## src/rtl/evlink_pkg.sv

```systemverilog
package evlink_pkg;

  typedef enum logic [2:0] {
    ST_HUNT,
    ST_GAP,
    ST_CLK,
    ST_PAY,
    ST_DONE
  } rxState_e;

  typedef enum logic [1:0] {
    WC_IDLE,
    WC_EXT,
    WC_DATA
  } wordClass_e;

  typedef struct packed {
    logic capHdr;
    logic capClk;
    logic capPay;
    logic commit;
    logic truncErr;
    logic longErr;
  } rxStrobe_t;

  function automatic wordClass_e classifyWord(input logic en, input logic ext);
    if (en) return WC_DATA;
    else if (ext) return WC_EXT;
    else return WC_IDLE;
  endfunction

endpackage

```

## src/rtl/evlink_satcnt.sv

```systemverilog
module evlink_satcnt #(
  parameter int CW = 16
) (
  input  logic          clk,
  input  logic          rstN,
  input  logic          inc,
  output logic [CW-1:0] count
);

  always_ff @(posedge clk or negedge rstN) begin
    if (!rstN) count <= '0;
    else if (inc && !(&count)) count <= count + CW'(1);
  end

endmodule

```

## src/rtl/evlink_ctrl.sv

```systemverilog
module evlink_ctrl
  import evlink_pkg::*;
#(
  parameter int N  = 12,
  parameter int IW = (N > 1) ? $clog2(N) : 1
) (
  input  logic          clk,
  input  logic          rstN,
  input  logic          rxEn,
  input  logic          rxErrExt,
  output rxStrobe_t     strb,
  output logic [IW-1:0] payIdx
);

  localparam logic [IW-1:0] LastIdx = IW'(N - 1);

  rxState_e      state, nextState;
  logic [IW-1:0] idxQ, nextIdx;
  wordClass_e    cls;

  assign payIdx = idxQ;

  always_ff @(posedge clk or negedge rstN) begin
    if (!rstN) begin
      state <= ST_HUNT;
      idxQ  <= '0;
    end else begin
      state <= nextState;
      idxQ  <= nextIdx;
    end
  end

  always_comb begin
    cls       = classifyWord(rxEn, rxErrExt);
    strb      = '0;
    nextState = state;
    nextIdx   = idxQ;
    unique case (state)
      ST_HUNT: begin
        if (cls != WC_DATA) nextState = ST_GAP;
      end
      ST_GAP: begin
        if (cls == WC_DATA) begin
          strb.capHdr = 1'b1;
          nextState   = ST_CLK;
        end
      end
      ST_CLK: begin
        if (cls == WC_DATA) begin
          strb.capClk = 1'b1;
          nextIdx     = '0;
          nextState   = ST_PAY;
        end else if (cls == WC_IDLE) begin
          strb.truncErr = 1'b1;
          nextState     = ST_GAP;
        end
      end
      ST_PAY: begin
        if (cls == WC_DATA) begin
          strb.capPay = 1'b1;
          if (idxQ == LastIdx) nextState = ST_DONE;
          else nextIdx = idxQ + IW'(1);
        end else if (cls == WC_IDLE) begin
          strb.truncErr = 1'b1;
          nextState     = ST_GAP;
        end
      end
      ST_DONE: begin
        if (cls == WC_DATA) begin
          strb.longErr = 1'b1;
          nextState    = ST_HUNT;
        end else begin
          strb.commit = 1'b1;
          nextState   = ST_GAP;
        end
      end
      default: nextState = ST_HUNT;
    endcase
  end

endmodule

```

## src/rtl/evlink_dpath.sv

```systemverilog
module evlink_dpath
  import evlink_pkg::*;
#(
  parameter int W  = 16,
  parameter int N  = 12,
  parameter int CW = 16,
  parameter int IW = (N > 1) ? $clog2(N) : 1
) (
  input  logic           clk,
  input  logic           rstN,
  input  logic [W-1:0]   rxData,
  input  rxStrobe_t      strb,
  input  logic [IW-1:0]  payIdx,
  input  logic           frmReady,
  output logic           frmValid,
  output logic [W-1:0]   frmHeader,
  output logic [W-1:0]   frmClock,
  output logic [N*W-1:0] frmPayload,
  output logic [N-1:0]   frmParErr,
  output logic [CW-1:0]  truncCount,
  output logic [CW-1:0]  longCount,
  output logic [CW-1:0]  parCount,
  output logic [CW-1:0]  seqCount,
  output logic [CW-1:0]  ovflCount,
  output logic           seqSticky
);

  localparam int NumCnt = 5;

  logic [W-1:0] capHdrQ, capClkQ, lastClkQ;
  logic [W-1:0] capPayQ [N];
  logic [N-1:0] capParQ;
  logic         haveLastQ;
  logic         parMiss, seqMiss, overflow, loadOut;

  assign parMiss  = strb.capPay && ((^rxData) != payIdx[0]);
  assign seqMiss  = strb.commit && haveLastQ && (capClkQ != lastClkQ + W'(1));
  assign overflow = strb.commit && frmValid && !frmReady;
  assign loadOut  = strb.commit && !overflow;

  // capture buffer for the frame being assembled
  always_ff @(posedge clk or negedge rstN) begin
    if (!rstN) begin
      capHdrQ <= '0;
      capClkQ <= '0;
      capParQ <= '0;
      for (int i = 0; i < N; i++) capPayQ[i] <= '0;
    end else begin
      if (strb.capHdr) begin
        capHdrQ <= rxData;
        capParQ <= '0;
      end
      if (strb.capClk) capClkQ <= rxData;
      if (strb.capPay) begin
        capPayQ[payIdx] <= rxData;
        capParQ[payIdx] <= parMiss;
      end
    end
  end

  // clock-counter continuity across completed frames
  always_ff @(posedge clk or negedge rstN) begin
    if (!rstN) begin
      lastClkQ  <= '0;
      haveLastQ <= 1'b0;
      seqSticky <= 1'b0;
    end else if (strb.commit) begin
      lastClkQ  <= capClkQ;
      haveLastQ <= 1'b1;
      if (seqMiss) seqSticky <= 1'b1;
    end
  end

  // single output slot
  always_ff @(posedge clk or negedge rstN) begin
    if (!rstN) begin
      frmValid   <= 1'b0;
      frmHeader  <= '0;
      frmClock   <= '0;
      frmPayload <= '0;
      frmParErr  <= '0;
    end else if (loadOut) begin
      frmValid  <= 1'b1;
      frmHeader <= capHdrQ;
      frmClock  <= capClkQ;
      frmParErr <= capParQ;
      for (int i = 0; i < N; i++) frmPayload[i*W +: W] <= capPayQ[i];
    end else if (frmValid && frmReady) begin
      frmValid <= 1'b0;
    end
  end

  logic [NumCnt-1:0] incVec;
  logic [CW-1:0]     cntQ [NumCnt];

  assign incVec = {overflow, seqMiss, parMiss, strb.longErr, strb.truncErr};

  for (genvar g = 0; g < NumCnt; g++) begin : g_cnt
    evlink_satcnt #(.CW(CW)) u_cnt (
      .clk  (clk),
      .rstN (rstN),
      .inc  (incVec[g]),
      .count(cntQ[g])
    );
  end

  assign truncCount = cntQ[0];
  assign longCount  = cntQ[1];
  assign parCount   = cntQ[2];
  assign seqCount   = cntQ[3];
  assign ovflCount  = cntQ[4];

endmodule

```

## src/rtl/evlink_rx.sv

```systemverilog
module evlink_rx
  import evlink_pkg::*;
#(
  parameter int W  = 16,
  parameter int N  = 12,
  parameter int CW = 16
) (
  input  logic           clk,
  input  logic           rstN,
  input  logic           rxEn,
  input  logic           rxErrExt,
  input  logic [W-1:0]   rxData,
  output logic           frmValid,
  input  logic           frmReady,
  output logic [W-1:0]   frmHeader,
  output logic [W-1:0]   frmClock,
  output logic [N*W-1:0] frmPayload,
  output logic [N-1:0]   frmParErr,
  output logic [CW-1:0]  truncCount,
  output logic [CW-1:0]  longCount,
  output logic [CW-1:0]  parCount,
  output logic [CW-1:0]  seqCount,
  output logic [CW-1:0]  ovflCount,
  output logic           seqSticky
);

  localparam int IW = (N > 1) ? $clog2(N) : 1;

  rxStrobe_t     strb;
  logic [IW-1:0] payIdx;

  evlink_ctrl #(.N(N), .IW(IW)) u_ctrl (
    .clk     (clk),
    .rstN    (rstN),
    .rxEn    (rxEn),
    .rxErrExt(rxErrExt),
    .strb    (strb),
    .payIdx  (payIdx)
  );

  evlink_dpath #(.W(W), .N(N), .CW(CW), .IW(IW)) u_dpath (
    .clk       (clk),
    .rstN      (rstN),
    .rxData    (rxData),
    .strb      (strb),
    .payIdx    (payIdx),
    .frmReady  (frmReady),
    .frmValid  (frmValid),
    .frmHeader (frmHeader),
    .frmClock  (frmClock),
    .frmPayload(frmPayload),
    .frmParErr (frmParErr),
    .truncCount(truncCount),
    .longCount (longCount),
    .parCount  (parCount),
    .seqCount  (seqCount),
    .ovflCount (ovflCount),
    .seqSticky (seqSticky)
  );

endmodule

```

## config.mk

```make
export PLATFORM = sky130hd
export DESIGN_NAME = evlink_rx
export DESIGN_NICKNAME = d
export VERILOG_FILES = /design/src/rtl/evlink_pkg.sv /design/src/rtl/evlink_satcnt.sv /design/src/rtl/evlink_ctrl.sv /design/src/rtl/evlink_dpath.sv /design/src/rtl/evlink_rx.sv
export SDC_FILE = /design/constraint.sdc
export NUM_CORES = 1
export LEC_CHECK = 0
export CORE_ASPECT_RATIO = 0.6
export CORE_UTILIZATION = 41
export DETAILED_ROUTE_END_ITERATION = 8
export PLACE_DENSITY = 0.66
export SLEW_MARGIN = 20
export SYNTH_ARGS = -nofsm -noshare
export SYNTH_HDL_FRONTEND = slang
export SYNTH_SLANG_ARGS = --single-unit
```

## constraint.sdc

```tcl
create_clock -name clk -period 2.55 [get_ports clk]
set_clock_uncertainty 0.05 [all_clocks]
set_input_delay 0.6375 -clock clk [delete_from_list [all_inputs] [get_ports clk]]
set_output_delay 0.6375 -clock clk [all_outputs]
set_load 0.05 [all_outputs]
```

After elaboration in Yosys (flattened, before gate mapping). Cells that the tools add are included.

Output and inout port bits: 318. Logic and storage cells: 126. Input port bits: 21. Bits in registers: 578.

Reduce and logical (&&, ||, !) cells: 35. $lt $le $gt $ge: 4. Equal/unequal tests: 15. Add/subtract/negate cells: 7. Bitwise logic cells: 1. Mux-type cells: 34.

Operators with widths (number): bitwise mux 192 bit (1); adder 16 x 1 -> 16 bit (second input constant) (6); AND reduction 16 bit (5); demux 16 bit (select 4 bit) (1); two-way mux 12 bit (2); two-way mux 3 bit (6); two-way mux 16 bit (1); != test 16 bit (1); XOR reduction 16 bit (1); two-way mux 1 bit (15); case mux 3 bit (5 select lines) (1); logical AND 1 bit (14); bitwise mux 12 bit (1); two-way mux 4 bit (3); != test 2 x 1 -> 1 bit (second input constant) (4); case mux 4 bit (2 select lines) (1); zero test 1 bit (7); equality test 3 x 2 -> 1 bit (second input constant) (2); greater-or-equal comparator 5 bit (second input constant) (1); < comparator 4 x 5 -> 1 bit (second input constant) (1); < comparator 5 x 1 -> 1 bit (second input constant) (1); inverter 4 -> 5 bit (1); adder 4 x 1 -> 4 bit (second input constant) (1); demux 1 bit (select 4 bit) (1); 16 further kinds (18).

Logic depth before layout (Yosys ltp). Gate-level depths: netlist of run 1.

Word-level depth: 10. Mapped depth: 9. Depth with buffers taken out: 8.

By module. Synthesis of run 1 repeated with hierarchy kept, for this count alone.

Cells, all modules: 1602. Area, all modules: 23538.8 um^2.

By module, submodules not included: evlink_dpath (instances 1, sequential area each 12286.8 um^2, cells an instance 1178, area an instance 18895.6 um^2); evlink_satcnt (instances 5, sequential area each 400.4 um^2, cells an instance 75, area an instance 840.8 um^2); evlink_ctrl (instances 1, sequential area each 175.2 um^2, cells an instance 49, area an instance 439.2 um^2).

Least setup slack after synthesis of run 1. No wires, ideal clock.

Path kind: input -> register. Start point: input rxEn. End point: register u_dpath.capPayQ[37] in the netlist's numbering. Data required time: 2375 ps. Stages on the path: 7. Arrival: 2352 ps. Setup slack: 23 ps. Path through: clkbuf_1 -> nand3_2 -> nor3b_2 -> and2_1 -> buf_2 -> buf_2 -> mux2_2.

Word-level cells in the longest chain between the ends: 4.

RTL lines: from (decl) (line evlink_rx.sv:10) `input logic rxEn,`; two-way mux 2 bit (line evlink_pkg.sv:27) `if (en) return WC_DATA;`; equality test 2 bit (line evlink_ctrl.sv:59) `if (cls == WC_DATA) begin`; two-way mux 1 bit (line evlink_ctrl.sv:59); two-way mux 1 bit (line evlink_ctrl.sv:38) `unique case (state)`; to (signal, indexed assignment) (line evlink_dpath.sv:55) `capPayQ[payIdx] <= rxData;`; to (decl) (line evlink_dpath.sv:31) `logic [W-1:0] capPayQ [N];`.

No other way between the ends. A chain may end at the register's enable or synchronous reset.

Worst setup path in the final report of run 1.
Start point: register u_dpath.g_cnt[4].u_cnt.count[15]. End point: output ovflCount[15].

RTL lines: from (decl) (line evlink_satcnt.sv:7) `output logic [CW-1:0] count`; from (signal assigned) (line evlink_satcnt.sv:12) `else if (inc && !(&count)) count <= count + CW'(1);`; to (decl) (line evlink_rx.sv:23) `output logic [CW-1:0] ovflCount,`.

No word-level cell between the ends.

==> results of run 1 <==
report_power, final:
part           leakage (nW)  switching [mW]  internal [mW]
Clock                 0.874            3.50           4.58
Combinational          6.55            1.53           1.58
Sequential             7.84           0.854           10.5
per-layer routing:
layer	vias up	GRT usage (%)	wire, um	part of all wire (%)
met3	81	4.543	2894	4.8
li1	6372	-	-	-
met2	294	32.02	27310	45
met5	-	0	0	0
met1	7467	31.53	29170	48
met4	0	4.657	1065	1.8
metrics by stage:
step	instances	total power, mW
after floorplan	1555	13.21
after global placement	2685	14.45
after detailed placement	2685	14.66
after CTS	2780	22.77
after global routing	2783	23.61
final	2783	22.56
placed cells by master, fill, tap and decap left out, drive strengths merged, types with 23 or more instances in the layout:
cell type / synthesis / layout
clkbuf: 41 / 72
dlygate4sd2: 0 / 53
nand4: 23 / 23
nand3: 51 / 51
dfrtp: 578 / 578
buf: 30 / 120
mux2: 483 / 483
nor2: 33 / 33
nand2: 60 / 60
dlymetal6s2s: 0 / 50
clkdlybuf4s50: 0 / 232
xnor2: 69 / 69
xor2: 35 / 35
flip-flops by register name, summed over array words and instances (netlist names):
signal / cells
u_dpath.frmPayload: 192
u_dpath.g_cnt.u_cnt.count: 80
u_ctrl.state: 3
u_dpath.frmValid: 1
u_dpath.lastClkQ: 16
u_dpath.capPayQ: 192
u_dpath.frmHeader: 16
u_dpath.haveLastQ: 1
u_dpath.capClkQ: 16
u_dpath.capParQ: 12
u_ctrl.payIdx: 4
u_dpath.frmParErr: 12
u_dpath.frmClock: 16
u_dpath.capHdrQ: 16
u_dpath.seqSticky: 1
final timing paths:
kind                            slack, ps                                         start  cells past startpoint                                           end
worst max-delay path                   40  u_dpath.g_cnt[4].u_cnt.count[15]$_DFFE_PN0P_                      1                                 ovflCount[15]
worst min-delay path                  440                 u_dpath.seqSticky$_DFFE_PN0P_                      1                 u_dpath.seqSticky$_DFFE_PN0P_
worst max register to register         60               u_dpath.lastClkQ[2]$_DFFE_PN0P_                      7  u_dpath.g_cnt[3].u_cnt.count[12]$_DFFE_PN0P_
worst min register to register        440                 u_dpath.seqSticky$_DFFE_PN0P_                      1                 u_dpath.seqSticky$_DFFE_PN0P_
max in group asynchronous            1100                                          rstN                      4               u_dpath.lastClkQ[1]$_DFFE_PN0P_
min in group asynchronous             510                                          rstN                      2            u_dpath.frmPayload[67]$_DFFE_PN0P_
what timing repair did:
action,in CTS,in global routing
hold buffers,1,0
pin swaps,7,10
setup endpoints to repair,73,76
endpoints found under the hold margin,26,0
gates resized for setup,57,67
setup buffers,0,3
logic make-up (layout without fill, tap and decap cells):
kind of cell             count (synthesis)  in the layout  synth area share [%]
AND/OR/NAND/NOR                        248            248                 5.947
flip-flops                             578            578                 62.84
XOR/XNOR                               105            105                 4.093
buffers and inverters                   85            565                 1.533
adder cells (fa/ha/maj)                 10             10                0.5436
AO/OA/AOI/OAI                           42             42                 1.223
multiplexers                           487            487                 23.82
layout make-up:
cell class,instances,share of cell area [%]
flip-flops and latches,578,47.86
multi-input cells,892,27.38
repair buffers,457,15.69
clock buffers,72,5.018
well taps,748,3.094
clock inverters,22,0.7860
inverters,14,0.1738
==> metrics.yaml, run 1 <==
status: "complete, no violations"
fin_crit_sh_pct: 98.32
post_dp_cell_area_um2: 28320
maxCapViolations: 0
layout-drive-gt1-share_pct: 36.02
synth_common_cells: "578 x dfrtp_1, 482 x mux2_2, 68 x xnor2_1"
hpwl_um: 41690
register_area_um2: 14480
drv_slew: 0
diodes: 0
area_delta_synth_final_pct: 31.40
rsz0062_at_grt: "true"
core-area_um2: 54830
dieHeight_um: 185.5
synth_edf_count: 0
drtPass1Iterations: 5
tightest_slew_ps: 598.9
grt.total_usage_pct: 21.27
antenna_found_initial: 5
layout.nets: 2027
avgSynthCellArea_um2: 14.80
yosysTopAreaCell: "dfrtp_1"
cp_slowest_cell: "clkdlybuf4s50_1"
async_reset_ff_share_pct: 100.0
finalInstanceArea_um2: 30240
cpLargestDelayFamily: "buffers and inverters"
cts_tree: "yes"
synth_seq_cells: 578
port_buffers: 338
htreeDepth: 2
power_density_nw_per_um2: 745.8
endpoint_kind: "output port"
gp_congestion: 0.8591
viasPerCell: 5.107
drc: 0
cts.sink_count: 578
ys_warn_count: 0
p_leak_nw: 15.26
synth_cell_types: 55
cp.arrival_ps: 1820
post-route-min-period_ps: 2507
fin_setup_tns_ps: 0
die_w_um: 307.9
vias: 14210
timing.hold.ws_ps: 439.4
cts_buffer_depth: 3
slowest_delay_ps: 830
ioPinCount: 339
ant_nets: 0
utilization_pct: 55.16
cp.required_ps: 1860
setup-violations-final: 0
cp_num_buf_inv: 1
setup_ws_ps: 42.77
synth_cells: 1555
worstPathCellList: "clkdlybuf4s50_1"
syn-num-nets: 1586
cts-root-buf: "clkbuf_16"
cts_buffers: 53
yosysMostFrequentCell: "dfrtp_1"
slew_headroom_pct: 60.01
synth.area.top_cells: "dfrtp_1 63%, mux2_2 24%, xnor2_1 2.6%"
grt_max_degree: 71
ys.flop_type: "dfrtp_1"
grt_pass1_vias: 14640
start_util_pct: 41.98
synth_top_cell_area_share_pct: 62.84
yosysSeqAreaShare_pct: 62.84
hold_class: "reg -> reg"
grt_pass1_wl_um: 91730
finalWirelength_um: 60440
critPathKind: "reg -> out"
grt-ovfl-total: 0
wl_per_cell_um: 21.72
vdd_drop_max_mv: 0.6044
die-area_um2: 57120
fmax_ghz: 0.3988
fillCellCount: 4479
multi_input_area_um2: 8280
crit_fanout: 3
clk_pin_slew_ps: 70
start_kind: "flop"
rows: 66
dp_slack_ps: -836.1
clk_latency_ps: 580
synth_area_um2: 23020
initialDrtViolationCount: 877
final-hold-violation-count: 0
(Power assumes the default switching activity.)
==> run 2, diff against run 1 <==
TNS_END_PERCENT = 50   (was unset)
==> results of run 2 <==
Same layout as run 1: the final DEF is identical, and so are final timing and power.
==> run 3, diff against run 2 <==
PLACE_DENSITY = unset   (was 0.66)
PLACE_DENSITY_LB_ADDON = 0.3   (was unset)
SETUP_SLACK_MARGIN = 0.1   (was unset)
==> metrics.yaml, run 3 (synthesized netlist as in run 1, its figures left out) <==
viasPerCell: 5.066  # was 5.107
drv_slew: 0  # unchanged
start_util_pct: 41.98  # unchanged
ioPinCount: 339  # unchanged
final-hold-violation-count: 0  # unchanged
htreeDepth: 2  # unchanged
setup_ws_ps: 94.82  # was 42.77 ps
fin_crit_sh_pct: 96.28  # was 98.32%
reg_top3: "u_dpath.capPayQ: 192 flops, u_dpath.frmPayload: 192 flops, u_dpath.g_cnt.u_cnt.count: 80 flops"  # unchanged
dp_slack_ps: -837.5  # was -836.1 ps
cts-root-buf: "clkbuf_16"  # unchanged
drc: 0  # unchanged
crit_fanout: 5  # was 3
grt_pass1_wl_um: 90890  # was 91,730 um
vias: 14190  # was 14,210
port_buffers: 338  # unchanged
drtPass1Iterations: 5  # unchanged
antenna_found_initial: 2  # was 5
cp.required_ps: 2950  # was 1860 ps
finalWirelength_um: 59580  # was 60,440 um
rows: 66  # unchanged
cts.sink_count: 578  # unchanged
timing.hold.ws_ps: 436.3  # was 439.4 ps
dieHeight_um: 185.5  # unchanged
layout-drive-gt1-share_pct: 36.88  # was 36.02%
vdd_drop_max_mv: 0.4509  # was 0.6044 mV
final_common_cell: "dfrtp_1"  # unchanged
wl_per_cell_um: 21.28  # was 21.72 um
power_density_nw_per_um2: 735.7  # was 745.8 nW/um2
setup-violations-final: 0  # unchanged
gp_congestion: 0.8357  # was 0.8591
grt_max_degree: 82  # was 71
core-area_um2: 54830  # unchanged
post-route-min-period_ps: 2455  # was 2507 ps
tightest_slew_ps: 599.2  # was 598.9 ps
grt-ovfl-total: 0  # unchanged
clk_pin_slew_ps: 60  # was 70 ps
grt.total_usage_pct: 20.84  # was 21.27%
total_power_mw: 22.33  # was 22.56 mW
rsz0062_at_grt: "true"  # unchanged
hpwl_um: 40660  # was 41,690 um
layout.nets: 2038  # was 2,027
critPathKind: "reg -> reg"  # was reg -> out
maxCapViolations: 0  # unchanged
layout_common_cells: "570 x dfrtp_1, 482 x mux2_2, 134 x dlygate4sd2_1"  # was 569 x dfrtp_1, 482 x mux2_2, 232 x clkdlybuf4s50_1
slew_headroom_pct: 60.21  # was 60.01%
p_leak_nw: 16.54  # was 15.26 nW
utilization_pct: 55.35  # was 55.16%
hold_class: "reg -> reg"  # unchanged
die_w_um: 307.9  # unchanged
initialDrtViolationCount: 780  # was 877
status: "complete, no violations"  # unchanged
fmax_ghz: 0.4073  # was 0.3988 GHz
cts_buffer_depth: 3  # unchanged
fin_setup_tns_ps: 0  # unchanged
ant_nets: 0  # unchanged
cp.arrival_ps: 2850  # was 1820 ps
cts_tree: "yes"  # unchanged
die-area_um2: 57120  # unchanged
cts_buffers: 54  # was 53
endpoint_kind: "flop"  # was output port
clk_latency_ps: 570  # was 580 ps
grt_pass1_vias: 14770  # was 14,640
area_delta_synth_final_pct: 31.87  # was 31.40%
start_kind: "flop"  # unchanged
## run 3: critical path, cell delays in order (launching register included)
cell and delay, ps:
dfrtp_2 460, ha_4 180, and3_4 160, a211o_1 290, a2111oi_4 440, nand4_4 220, nor3b_4 210, mux2_4 300
## run 3: per-layer routing
metal	wire length, um	part of all wire, %	global-route usage, %
met4	1118	1.9	4.637
met3	2310	3.9	3.086
met2	27510	46	32.27
met5	0	0	0
met1	28630	48	31.00
## run 3: path summary, 6_finish.rpt
check | startpoint | end | slack, ps | depth (start not counted)
max | u_dpath.lastClkQ[0]$_DFFE_PN0P_ | u_dpath.g_cnt[3].u_cnt.count[12]$_DFFE_PN0P_ | 90 | 7
min | u_dpath.seqSticky$_DFFE_PN0P_ | u_dpath.seqSticky$_DFFE_PN0P_ | 440 | 1
max reg2reg | u_dpath.lastClkQ[0]$_DFFE_PN0P_ | u_dpath.g_cnt[3].u_cnt.count[12]$_DFFE_PN0P_ | 90 | 7
min reg2reg | u_dpath.seqSticky$_DFFE_PN0P_ | u_dpath.seqSticky$_DFFE_PN0P_ | 440 | 1
max in group asynchronous | rstN | u_dpath.capPayQ[46]$_DFFE_PN0P_ | 1090 | 4
min in group asynchronous | rstN | u_dpath.capPayQ[174]$_DFFE_PN0P_ | 490 | 2
## run 3: what timing repair did
| item | CTS | global route |
|---|---|---|
| hold buffers | 1 | 0 |
| hold endpoints to repair | 21 | 0 |
| endpoints found under the setup margin | 319 | 213 |
| resized for setup | 149 | 118 |
| buffers inserted | 6 | 5 |
| pin swaps | 11 | 16 |
## run 3: per-stage QoR
| step | std cells | area (um2) |
|---|---|---|
| after floorplan | 1555 | 23020 |
| after global placement | 2687 | 28320 |
| after detailed placement | 2687 | 28320 |
| after CTS | 2793 | 30000 |
| after global routing | 2798 | 30350 |
| final | 2800 | 30350 |
## run 3: cell type report
type	count	area [um2]
inverters	14	52.55
clock inverters	20	146.4
diodes	2	5.005
clock buffers	79	1577
repair buffers	467	4806
flip-flops and latches	578	14470
fillers	4495	24480
multi-input cells	892	8356
well taps	748	935.9
## run 3: where the power goes
part           internal (mW)  switching [mW]  leakage (nW)
Sequential              10.5           0.873          7.84
Clock                   4.40            3.52         0.859
Combinational           1.54            1.48          7.84
